File: src/rtl/vpw_gap_pkg.sv
package vpw_gap_pkg;

  typedef struct packed {
    logic idle;
    logic eof;
    logic brk;
    logic join_ok;
    logic lock;
  } gap_flags_t;

  function automatic int unsigned max_of(input int unsigned a, input int unsigned b);
    return (a > b) ? a : b;
  endfunction

endpackage

File: src/rtl/vpw_lvl_sync.sv
module vpw_lvl_sync #(
  parameter int unsigned STAGES = 2
) (
  input  logic clk_i,
  input  logic rst_ni,
  input  logic bus_i,
  output logic lvl_o,
  output logic rise_o,
  output logic chg_o
);

  logic [STAGES-1:0] sh_q;
  logic              hist_q;

  // Resynchronising chain, bus level shifted in at the low end.
  always_ff @(posedge clk_i or negedge rst_ni) begin
    if (!rst_ni) begin
      sh_q   <= '0;
      hist_q <= 1'b0;
    end else begin
      sh_q   <= {sh_q[STAGES-2:0], bus_i};
      hist_q <= sh_q[STAGES-1];
    end
  end

  assign lvl_o  = sh_q[STAGES-1];
  assign rise_o = sh_q[STAGES-1] & ~hist_q;
  assign chg_o  = sh_q[STAGES-1] ^ hist_q;

endmodule

File: src/rtl/vpw_run_timer.sv
module vpw_run_timer #(
  parameter int unsigned CNT_MAX = 300,
  parameter int unsigned CNT_W   = 9
) (
  input  logic             clk_i,
  input  logic             rst_ni,
  input  logic             chg_i,
  output logic [CNT_W-1:0] cnt_q_o,
  output logic [CNT_W-1:0] cnt_nxt_o
);

  localparam logic [CNT_W-1:0] MAX_C = CNT_W'(CNT_MAX);

  logic [CNT_W-1:0] cnt_q;

  // Length of the current run of the synchronised level, saturating.
  always_comb begin
    if (chg_i)               cnt_nxt_o = CNT_W'(1);
    else if (cnt_q == MAX_C) cnt_nxt_o = cnt_q;
    else                     cnt_nxt_o = cnt_q + CNT_W'(1);
  end

  always_ff @(posedge clk_i or negedge rst_ni) begin
    if (!rst_ni) cnt_q <= '0;
    else         cnt_q <= cnt_nxt_o;
  end

  assign cnt_q_o = cnt_q;

endmodule

File: src/rtl/vpw_gap_flags.sv
module vpw_gap_flags
  import vpw_gap_pkg::*;
#(
  parameter int unsigned CNT_W = 9,
  parameter int unsigned EOF_T = 280,
  parameter int unsigned IFS_T = 300,
  parameter int unsigned BRK_T = 300
) (
  input  logic             clk_i,
  input  logic             rst_ni,
  input  logic             lvl_i,
  input  logic             rise_i,
  input  logic [CNT_W-1:0] cnt_q_i,
  input  logic [CNT_W-1:0] cnt_nxt_i,
  output gap_flags_t       flags_o
);

  localparam logic [CNT_W-1:0] EOF_C    = CNT_W'(EOF_T);
  localparam logic [CNT_W-1:0] IFS_C    = CNT_W'(IFS_T);
  localparam logic [CNT_W-1:0] BRK_C    = CNT_W'(BRK_T);
  localparam logic [CNT_W-1:0] BRK_PRE  = CNT_W'(BRK_T - 1);

  logic idle_q, eof_q, brk_q, join_q, lock_q;
  logic set_idle, set_eof, hit_brk, late_join;

  always_comb begin
    set_idle  = ~lvl_i & (cnt_nxt_i >= IFS_C) & ~idle_q;
    set_eof   = ~lvl_i & (cnt_nxt_i >= EOF_C) & ~eof_q;
    hit_brk   = lvl_i & (cnt_nxt_i == BRK_C) & (cnt_q_i == BRK_PRE);
    late_join = rise_i & eof_q & ~idle_q & ~lock_q;
  end

  always_ff @(posedge clk_i or negedge rst_ni) begin
    if (!rst_ni) begin
      idle_q <= 1'b0;
      eof_q  <= 1'b0;
      brk_q  <= 1'b0;
      join_q <= 1'b0;
      lock_q <= 1'b0;
    end else begin
      brk_q  <= hit_brk;
      join_q <= late_join;
      if (rise_i)        idle_q <= 1'b0;
      else if (set_idle) idle_q <= 1'b1;
      if (rise_i)        eof_q  <= 1'b0;
      else if (set_eof)  eof_q  <= 1'b1;
      if (hit_brk)       lock_q <= 1'b1;
      else if (set_idle) lock_q <= 1'b0;
    end
  end

  always_comb begin
    flags_o.idle    = idle_q;
    flags_o.eof     = eof_q;
    flags_o.brk     = brk_q;
    flags_o.join_ok = join_q;
    flags_o.lock    = lock_q;
  end

endmodule

File: src/rtl/vpw_idle_brk_det.sv
module vpw_idle_brk_det
  import vpw_gap_pkg::*;
#(
  parameter int unsigned EOF_T       = 280,
  parameter int unsigned IFS_T       = 300,
  parameter int unsigned BRK_T       = 300,
  parameter int unsigned SYNC_STAGES = 2
) (
  input  logic clk_i,
  input  logic rst_ni,
  input  logic bus_i,
  output logic idle_o,
  output logic eof_o,
  output logic brk_o,
  output logic join_o,
  output logic lock_o,
  output logic sof_ok_o
);

  localparam int unsigned CNT_MAX = max_of(IFS_T, BRK_T);
  localparam int unsigned CNT_W   = $clog2(CNT_MAX + 1);

  logic             lvl, rise, chg;
  logic [CNT_W-1:0] cnt_q, cnt_nxt;
  gap_flags_t       flags;

  vpw_lvl_sync #(
    .STAGES (SYNC_STAGES)
  ) u_sync (
    .clk_i  (clk_i),
    .rst_ni (rst_ni),
    .bus_i  (bus_i),
    .lvl_o  (lvl),
    .rise_o (rise),
    .chg_o  (chg)
  );

  vpw_run_timer #(
    .CNT_MAX (CNT_MAX),
    .CNT_W   (CNT_W)
  ) u_timer (
    .clk_i     (clk_i),
    .rst_ni    (rst_ni),
    .chg_i     (chg),
    .cnt_q_o   (cnt_q),
    .cnt_nxt_o (cnt_nxt)
  );

  vpw_gap_flags #(
    .CNT_W (CNT_W),
    .EOF_T (EOF_T),
    .IFS_T (IFS_T),
    .BRK_T (BRK_T)
  ) u_flags (
    .clk_i     (clk_i),
    .rst_ni    (rst_ni),
    .lvl_i     (lvl),
    .rise_i    (rise),
    .cnt_q_i   (cnt_q),
    .cnt_nxt_i (cnt_nxt),
    .flags_o   (flags)
  );

  assign idle_o   = flags.idle;
  assign eof_o    = flags.eof;
  assign brk_o    = flags.brk;
  assign join_o   = flags.join_ok;
  assign lock_o   = flags.lock;
  assign sof_ok_o = flags.idle | flags.join_ok;

endmodule

File: config.mk
export PLATFORM = sky130hd
export DESIGN_NAME = vpw_idle_brk_det
export DESIGN_NICKNAME = d
export VERILOG_FILES = /design/src/rtl/vpw_gap_pkg.sv /design/src/rtl/vpw_lvl_sync.sv /design/src/rtl/vpw_run_timer.sv /design/src/rtl/vpw_gap_flags.sv /design/src/rtl/vpw_idle_brk_det.sv
export SDC_FILE = /design/constraint.sdc
export NUM_CORES = 1
export LEC_CHECK = 0
export BUFFER_PORTS_ARGS = -buffer_cell sky130_fd_sc_hd__buf_2
export CAP_MARGIN = 20
export CORE_MARGIN = 2
export CORE_UTILIZATION = 60
export CTS_CLUSTER_SIZE = 40
export DETAILED_ROUTE_END_ITERATION = 16
export PLACE_DENSITY_LB_ADDON = 0.2
export SLEW_MARGIN = 20
export SYNTH_ARGS = -nofsm -noshare
export SYNTH_HDL_FRONTEND = slang
export SYNTH_SLANG_ARGS = --single-unit
File: constraint.sdc
create_clock -name clk_i -period 3.8 [get_ports clk_i]
set_input_delay 0.19 -clock clk_i [delete_from_list [all_inputs] [get_ports clk_i]]
set_output_delay 0.19 -clock clk_i [all_outputs]
set_load 0.05 [all_outputs]
Yosys cells after proc, flatten, opt, wreduce, memory -nomap -nowiden:

Cells that the tools add are included.
W data, S select, Z words.

* add/subtract/negate cells: 1
* magnitude comparators: 2
* eq/ne operators: 3
* multiplexer cells: 8
* bitwise gates (word level): 17
* reductions and logical operators: 3

Operators with widths (number)
* $eq A9 B9 Y1 const B: 3
* $ge A9 B9 Y1 const B: 2
* $mux W9: 2
* $and A1 B1 Y1: 10
* $add A9 B1 Y9 const B: 1
* $mux W1: 6
* $reduce_bool A2 Y1: 3
* $not A1 Y1: 5
* $or A1 B1 Y1: 1
* $xor A1 B1 Y1: 1

* flip-flop bits (word level): 17
* word-level logic and storage cells: 42

Longest topological paths before layout:

Gate-level depths: netlist of the first run.

* depth after elaboration: 8
* gate-level depth with buffers: 9
* mapped depth without buffers: 8

Cells and area by module:

A second synthesis of the first run with hierarchy kept.

* cells, all modules: 83
* area total of the unflattened synthesis: 892.1 sq um

By module, submodules not included
* vpw_run_timer: times used 1, cells each 47, area each 469.2 sq um, seq. area each 225.2 sq um
* vpw_gap_flags: times used 1, cells each 29, area each 321.6 sq um, seq. area each 125.1 sq um
* vpw_lvl_sync: times used 1, cells each 6, area each 95.1 sq um, seq. area each 75.1 sq um
* vpw_idle_brk_det: times used 1, cells each 1, area each 6.3 sq um, seq. area each 0.0 sq um

Least setup slack after synthesis of the first run:

OpenSTA, ideal clock, no wires.

* path kind: flip-flop to flip-flop
* start point: reg u_timer.cnt_q[0] (netlist: u_timer.cnt_q_o[0])
* end point: reg u_flags.lock_q
* arrival time: 1.913 ns
* path slack: 1.769 ns
* stages on the path, launching flop included: 10
* cell sequence: dfrtp_1 inv_1 ha_1 and3_2 and4_1 buf_2 o21ai_1 o21ai_0 a211o_1 a21o_1

* cells in the longest elaborated chain, start to end: 7
* elaborated cells between the ends (all ways): 13

RTL lines
* start, declared: RTL line vpw_run_timer.sv:14 `logic [CNT_W-1:0] cnt_q;`
* start signal, assigned: RTL line vpw_run_timer.sv:25 `else cnt_q <= cnt_nxt_o;`
* $add A9 B1 Y9 / $eq A9 B9 Y1 (equally long branches): RTL line vpw_run_timer.sv:20, vpw_run_timer.sv:19
* $mux W9: RTL line vpw_run_timer.sv:19 `else if (cnt_q == MAX_C) cnt_nxt_o = cnt_q;`
* $mux W9: RTL line vpw_run_timer.sv:18 `if (chg_i) cnt_nxt_o = CNT_W'(1);`
* $ge A9 B9 Y1 / $eq A9 B9 Y1 (equally long branches): RTL line vpw_gap_flags.sv:27, vpw_gap_flags.sv:29
* $and A1 B1 Y1 (on tied branches) (2 in series): RTL line vpw_gap_flags.sv:27, vpw_gap_flags.sv:29
* $reduce_bool A2 Y1 (no line) / $mux W1 (equally long branches)
* end signal, assigned: RTL line vpw_gap_flags.sv:39 `lock_q <= 1'b0;`
* end signal, assigned: RTL line vpw_gap_flags.sv:47 `if (hit_brk) lock_q <= 1'b1;`
* end signal, assigned: RTL line vpw_gap_flags.sv:48 `else if (set_idle) lock_q <= 1'b0;`
* end, declared: RTL line vpw_gap_flags.sv:23 `logic idle_q, eof_q, brk_q, join_q, lock_q;`

Several ways; a longest one is shown, not always the timed one.
A chain may end at the register's enable or synchronous reset.

Worst setup path in the final report of the first run:

* start point: reg u_timer.cnt_q[1] (netlist: u_timer.cnt_q_o[1])
* end point: reg u_flags.lock_q

Same word-level chain as after synthesis.

==> results of run 1 <==
==> area by class of cell <==
cell class              instances  area (um2)  share of cell area (%)
clock buffers                   3       22.52                   2.233
clock inverters                 1       5.005                  0.4963
repair buffers                 10       60.06                   5.955
inverters                       4       15.01                   1.489
flip-flops and latches         17       425.4                   42.18
multi-input cells              65       460.4                   45.66
well taps                      16       20.02                   1.985
==> metrics by stage <==
| stage | std cells | setup WS, ns |
|---|---|---|
| floorplan | 91 | 1.769 |
| global placement | 110 | 1.627 |
| detailed placement | 110 | 1.612 |
| CTS | 116 | 1.593 |
| global route | 116 | 1.474 |
| finish | 116 | 1.593 |
==> final timing paths <==
path	startpoint	end	cells after the start
max	u_timer.cnt_q_o[1]	u_flags.lock_q	7
max in group asynchronous	rst_ni	u_timer.cnt_q_o[0]	2
min in group clk_i	u_sync.sh_q[0]	u_sync.sh_q[1]	0
max reg2reg	u_timer.cnt_q_o[1]	u_flags.lock_q	7
min reg2reg	u_sync.sh_q[0]	u_sync.sh_q[1]	0
min	rst_ni	u_sync.hist_q	2
==> per-layer routing <==
| layer | share of wire, % | GRT usage [%] | up-vias | wire length, um |
|---|---|---|---|---|
| met5 | 0 | 0 | - | 0 |
| met4 | 1.3 | 7.273 | 0 | 21 |
| met3 | 3.5 | 3.830 | 4 | 56 |
| met2 | 46 | 34.63 | 16 | 740 |
| met1 | 49 | 27.05 | 330 | 793 |
| li1 | - | - | 345 | - |
==> state kept, by name (all words and copies together), names as in the netlist <==
name,flops
u_sync.hist_q,1
u_flags.brk_q,1
u_flags.eof_q,1
u_timer.cnt_q_o,9
u_flags.idle_q,1
u_flags.join_q,1
u_flags.lock_q,1
u_sync.sh_q,2
==> where the power goes <==
part	switching (mW)	leakage [nW]	internal, mW	total (mW)
Clock	0.0569	0.0177	0.0391	0.0960
Sequential	0.0159	0.225	0.189	0.205
Combinational	0.0221	0.222	0.0165	0.0386
Total	0.0949	0.465	0.245	0.340
==> cell families (layout without fill, tap and decap cells) <==
| logic type | count (synthesis) | after routing | share of synthesized area, % |
|---|---|---|---|
| adder cells (fa/ha/maj) | 3 | 3 | 4.060 |
| buffers and inverters | 9 | 18 | 4.194 |
| AND/OR/NAND/NOR | 36 | 36 | 26.12 |
| AO/OA/AOI/OAI | 20 | 20 | 13.94 |
| flip-flops | 17 | 17 | 46.01 |
| XOR/XNOR | 6 | 6 | 5.683 |
==> layout by cell type (no fill, tap or decap), types with 3 or more instances in the layout <==
cell / n
inv_1: 4
ha_1: 3
nand3_1: 3
clkbuf_4: 3
and2_1: 3
nand4_1: 4
nand2_1: 6
o21ai_0: 3
xnor2_1: 5
dfrtp_1: 17
nor2_1: 3
buf_2: 8
a21oi_1: 6
==> summary.md, run 1 <==
| Metric | Value |
|---|---|
| Share of layout cells above drive strength 1 | 22.00% |
| Syn nets | 97 |
| Clk_skew | between 0.004 and 0.005 ns |
| Sum Neg Setup Slack | 0 ns |
| Post-synth EDFFs | 0 |
| Status | finished, final reports clean |
| Slowest CP cell | dfrtp_1 |
| Most numerous cell in the Yosys netlist | dfrtp_1 |
| Mapped Area | between 900 and 1000 um2 |
| Largest net degree at the start of global routing | 18 |
| VDD IR max | 250.1 uV |
| Slew of the pin with the lowest slew margin | 0.5694 ns |
| Critical Path RT | 3.99 ns |
| Tot GR Track Use | 20.87% |
| Fillcell total | 123 |
| H-tree levels | 1 |
| Placed inst area | 960.9 um2 |
| Fin util | about two thirds |
| Max-slew violation count | 0 |
| Critical path peak fanout | 7 |
| Initial DRC count | 7 |
| IO Count | 9 |
| Largest area contributor in the netlist | dfrtp_1 |
| Worst hold margin | 0.3531 ns |
| Pwr/cell area | 337.0 nW/um2 |
| Fmax | 453.0 MHz |
| Post-synth top area share | 46.01% |
| Clock Latency Late Sink | 0.29 ns |
| DRC errors left | 0 |
| Setup violators final | 0 |
| Layout area overhead | 9.067% |
| HPWL after detailed placement | 1160 um |
| Crit Path Class | reg -> reg |
| Post-synthesis async set-or-reset flop share | 100.0% |
| Slowest stage delay, CP | 0.45 ns |
| Initial antenna violation count | 0 |
| Top cells by area, synth | dfrtp_1 46%, xnor2_1 4.7%, ha_1 4.1% |
| Clock sinks | 17 |
| Vias/cell | 5.991 |
| CP delay by family, top | simple AND/OR/NAND/NOR gates |
| Worst hold path type | in -> async |
| Sequential fraction of the synthesis area | 46.01% |
| Final Instance Area | a little over 1000 um2 |
| N_diodes | 0 |
| Vias in the first global route | about 680 |
| Final hold vios | 0 |
| Port bufs | 8 |
| Total routed wirelength | 1611 um |
| Post-route ant nets | 0 |
| RSZ-0062 raised after global routing | no |
| Syn. warnings | 0 |
| WP buf/inv | 0 |
| Clock-pin transition on the worst setup and hold timing paths | 0.10 ns |
| Leak pwr | 0.4652 nW |
| Die area | around 1900 um2 |
| Yosys reg bits | 17 |
| CTS Hold Buffers Added | 2 |
| Crit path time final | between 2 and 2.5 ns |
| Cell variety after synth | 37 |
| Final Wtd Congestion | 0.7997 |
| Crit. End Element | flop |
| MaxCap Viol Count | 0 |
| Cells after Synth | 91 |
| Setup slack, reg-to-reg | 1.59 ns |
| Slew HR | 61.56% |
| Startpoint Class | flop |
| TritonCTS clock tree | done |
| Crit-path cells | ha_1 > nand3_4 > nor3_2 > xnor2_1 > or3b_4 > a211o_1 > a21o_1 |
| WL per Instance | 13.89 um |
| FP Rows | 14 |
| GR Overflow Total | 0 |
| Die height | 43.26 um |
| DRT Pass-1 Iters | 4 |
| Total power draw | about 0.34 mW |
| Synth Flop Type | dfrtp_1 |
| Maximum clock insertion buffer count | 2 |
| Post-CTS setup repair buffer count | 0 |
| Vias | slightly below 700 |
| Die Width | 43.26 um |
| Cts repair resizes | 0 |
| Cts bufs inserted | 3 |
| Root buf cell | clkbuf_4 |
| Global-route wire length before repair | 2870 um |
| Avg Inst Size Synth | 10.16 um2 |
| Post-synth top cells | 17 x dfrtp_1, 6 x a21oi_1, 6 x nand2_1 |
| Final period utilization | 58.09% |
| CP Data Arrival Time | 2.40 ns |
| CORE AREA | 1471 um2 |
| Starting density of the core | 62.84% |
| Layout Nets | between 100 and 150 |
No activity file was read; power rests on OpenSTA's default activity.
==> run 2, diff against run 1 <==
--- a/config.mk
+++ b/config.mk
@@ -5,10 +5,11 @@
 export SDC_FILE = /design/constraint.sdc
 export NUM_CORES = 1
 export LEC_CHECK = 0
+export ABC_AREA = 1
 export BUFFER_PORTS_ARGS = -buffer_cell sky130_fd_sc_hd__buf_2
 export CAP_MARGIN = 20
 export CORE_MARGIN = 2
-export CORE_UTILIZATION = 60
+export CORE_UTILIZATION = 52
 export CTS_CLUSTER_SIZE = 40
 export DETAILED_ROUTE_END_ITERATION = 16
 export PLACE_DENSITY_LB_ADDON = 0.2
==> constraint.sdc (replaced) <==
create_clock -name clk_i -period 1.83 [get_ports clk_i]
set_input_delay 0.0915 -clock clk_i [delete_from_list [all_inputs] [get_ports clk_i]]
set_output_delay 0.0915 -clock clk_i [all_outputs]
set_load 0.05 [all_outputs]
==> summary.md, run 2 <==
| Metric | Value |
|---|---|
| Slowest CP cell | dfrtp_2 |
| Critical Path Sink | u_flags.lock_q |
| Post-route ant nets | 0 |
| Vias in the first global route | 840 |
| CP Data Arrival Time | 1.85 ns |
| DRT Pass-1 Iters | 4 |
| WP depth | 13 |
| Pwr/cell area | between 600 and 700 nW/um2 |
| Die Width | 48.96 um |
| Total routed wirelength | 2057 um |
| Sequential fraction of the synthesis area | 40.48% |
| Most common cell after layout, fill and taps aside | nand2_1 |
| H-tree levels | 1 |
| GR Overflow Total | 0 |
| Maximum clock insertion buffer count | 2 |
| Slowest stage delay, CP | 0.45 ns |
| WP buf/inv | 1 |
| Final period utilization | 90.52% |
| Mapped Area | ~1100 um2 |
| Root buf cell | clkbuf_4 |
| Cells after Synth | 138 |
| Vias | between 800 and 900 |
| Port bufs | 8 |
| Max reg flops | 9 |
| Initial antenna violation count | 0 |
| Most numerous cell in the Yosys netlist | nand2_1 |
| FP Rows | 16 |
| MaxCap Viol Count | 0 |
| Reg2reg start | u_timer.cnt_q_o[0] |
| Status | finished, final reports clean |
| Cts bufs inserted | 3 |
| Max-slew violation count | 0 |
| Slew of the pin with the lowest slew margin | 0.4520 ns |
| Crit. End Element | flop |
| Crit Path Class | reg -> reg |
| Placed inst area | roughly 1100 um2 |
| Post-synth EDFFs | 0 |
| Largest net degree at the start of global routing | 18 |
| Final Instance Area | 1201 um2 |
| TritonCTS clock tree | done |
| Layout Nets | 162 |
| HPWL after detailed placement | 1604 um |
| Syn. warnings | 0 |
| Final hold vios | 0 |
| Post-synthesis async set-or-reset flop share | 100.0% |
| Top cells by area, synth | dfrtp_1 40%, nand2_1 13%, inv_1 8.9% |
| Total power draw | 0.7792 mW |
| Global-route wire length before repair | 3643 um |
| Slew HR | 69.59% |
| CP delay by family, top | simple AND/OR/NAND/NOR gates |
| Yosys reg bits | 17 |
| Starting density of the core | 54.12% |
| Setup slack, reg-to-reg | 0.17 ns |
| DRC errors left | 0 |
| Most frequent cells in the layout | 35 x nand2_1, 25 x inv_1, 15 x nand3_1, 15 x dfrtp_1, 12 x nor2_1 |
| Syn nets | 144 |
| N_diodes | 0 |
| Cell variety after synth | 25 |
| Vias/cell | between 4 and 5 |
| Most common cell on crit path | nand2_1 |
| Clock Latency Late Sink | 0.29 ns |
| Tot GR Track Use | 19.74% |
| Post-synth top area share | between 40% and 50% |
| R2r endpoint | u_flags.lock_q |
| Share of layout cells above drive strength 1 | 23.87% |
| Crit path time final | 1.657 ns |
| Sum Neg Setup Slack | 0 ns |
| Largest area contributor in the netlist | dfrtp_1 |
| Synth Flop Type | dfrtp_1 |
| Critical path peak fanout | 5 |
| Avg Inst Size Synth | ~7.6 um2 |
| CORE AREA | just under 2000 um2 |
| Clock sinks | 17 |
| Die area | between 2000 and 2500 um2 |
| IO Count | 9 |
| Worst reg-to-reg path cell count | 13 |
| Die height | about 49 um |
| Clk_skew | roughly 0.0048 ns |
| Fmax | 603.7 MHz |
| Final Wtd Congestion | about 0.87 |
| Setup ws final | 0.1734 ns |
| Worst hold margin | 0.2285 ns |
| Setup violators final | 0 |
| Crit path from | u_timer.cnt_q_o[0] |
| Worst hold path type | in -> async |
| Critical Path RT | around 2 ns |
| Post-synth top cells | 35 x nand2_1, 25 x inv_1, 17 x dfrtp_1 |
| Initial DRC count | 32 |
| Crit-path cells | ha_2 > inv_1 > nor2_4 > nand2_1 > nand2_2 > nand2_1 > nand2_1 > nor2_1 > nand2_1 > nand2_1 > nand3_1 > nand2_1 > nand2_1 |
| WL per Instance | between 10 and 15 um |
| Startpoint Class | flop |
| VDD IR max | 576.4 uV |
| Clock-pin transition on the worst setup and hold timing paths | roughly 0.10 ns |
| RSZ-0062 raised after global routing | no |
| Leak pwr | 0.6304 nW |
| Layout area overhead | 14.29% |
| Place WS | 0.06279 ns |
[run 2: changes by cell type in the layout (fill, tap and decap cells not counted), sizes merged, moves of 3 or more]
cell,delta
and2,-3
buf,+5
inv,+22
nand2,+36
nand3,+13
nor2,+13
xnor2,-4
[run 2: layer usage]
| metal | up-vias | wire length (um) | track usage, % |
|---|---|---|---|
| met5 | - | 0 | 0 |
| met3 | 4 | 73 | 3.374 |
| li1 | 459 | - | - |
| met4 | 0 | 24 | 8.095 |
| met1 | 423 | 976 | 27.05 |
| met2 | 11 | 982 | 31.05 |
[run 2: cells by family (layout without fill, tap and decap cells)]
group / Yosys count / after routing / synth area share [%]
fa+ha+maj: 3 / 3 / 3.572
xor+xnor: 1 / 1 / 0.8335
compound gates: 7 / 7 / 4.761
flops: 17 / 17 / 40.48
buf+inv: 28 / 45 / 10.48
simple gates: 82 / 82 / 39.88
[run 2: cell type report]
type	count	area, um2
Clock buffer	4	26.28
Fill cell	190	740.7
Inverter	26	97.59
Multi-Input combinational cell	93	518.0
Sequential cell	17	427.9
Tap cell	27	33.78
Timing Repair Buffer	15	97.59
[run 2: what timing repair did]
action / CTS / global route
buffers inserted: 0 / 3
hold buffers: 2 / 0
gates resized for setup: 0 / 4
endpoints found under the setup margin: 0 / 4
endpoints found under the hold margin: 18 / 0
[run 2: through the flow]
stage               instances  utilization, %
detailed placement        173           58.05
finish                    182           61.86
global placement          173           58.05
CTS                       179           60.44
global route              182           61.86
floorplan                 138               -
[run 2: report_power, final]
group | total, mW | leakage (nW) | switching [mW] | internal [mW]
combinational | 0.153 | 0.392 | 0.0905 | 0.0620
clock | 0.200 | 0.0150 | 0.115 | 0.0849
sequential | 0.427 | 0.223 | 0.0305 | 0.396
[run 2: worst min-delay path by stage]
stage	start	endpoint	slack (ns)	cells past startpoint
final	rst_ni	u_timer.cnt_q_o[2]	0.23	2
after global routing	rst_ni	u_timer.cnt_q_o[4]	0.29	2
after CTS	rst_ni	u_timer.cnt_q_o[2]	0.23	2
after detailed placement	rst_ni	u_timer.cnt_q_o[2]	0.03	1
after global placement	rst_ni	u_timer.cnt_q_o[1]	0.03	1
after floorplan	rst_ni	u_flags.brk_q	-0.20	0
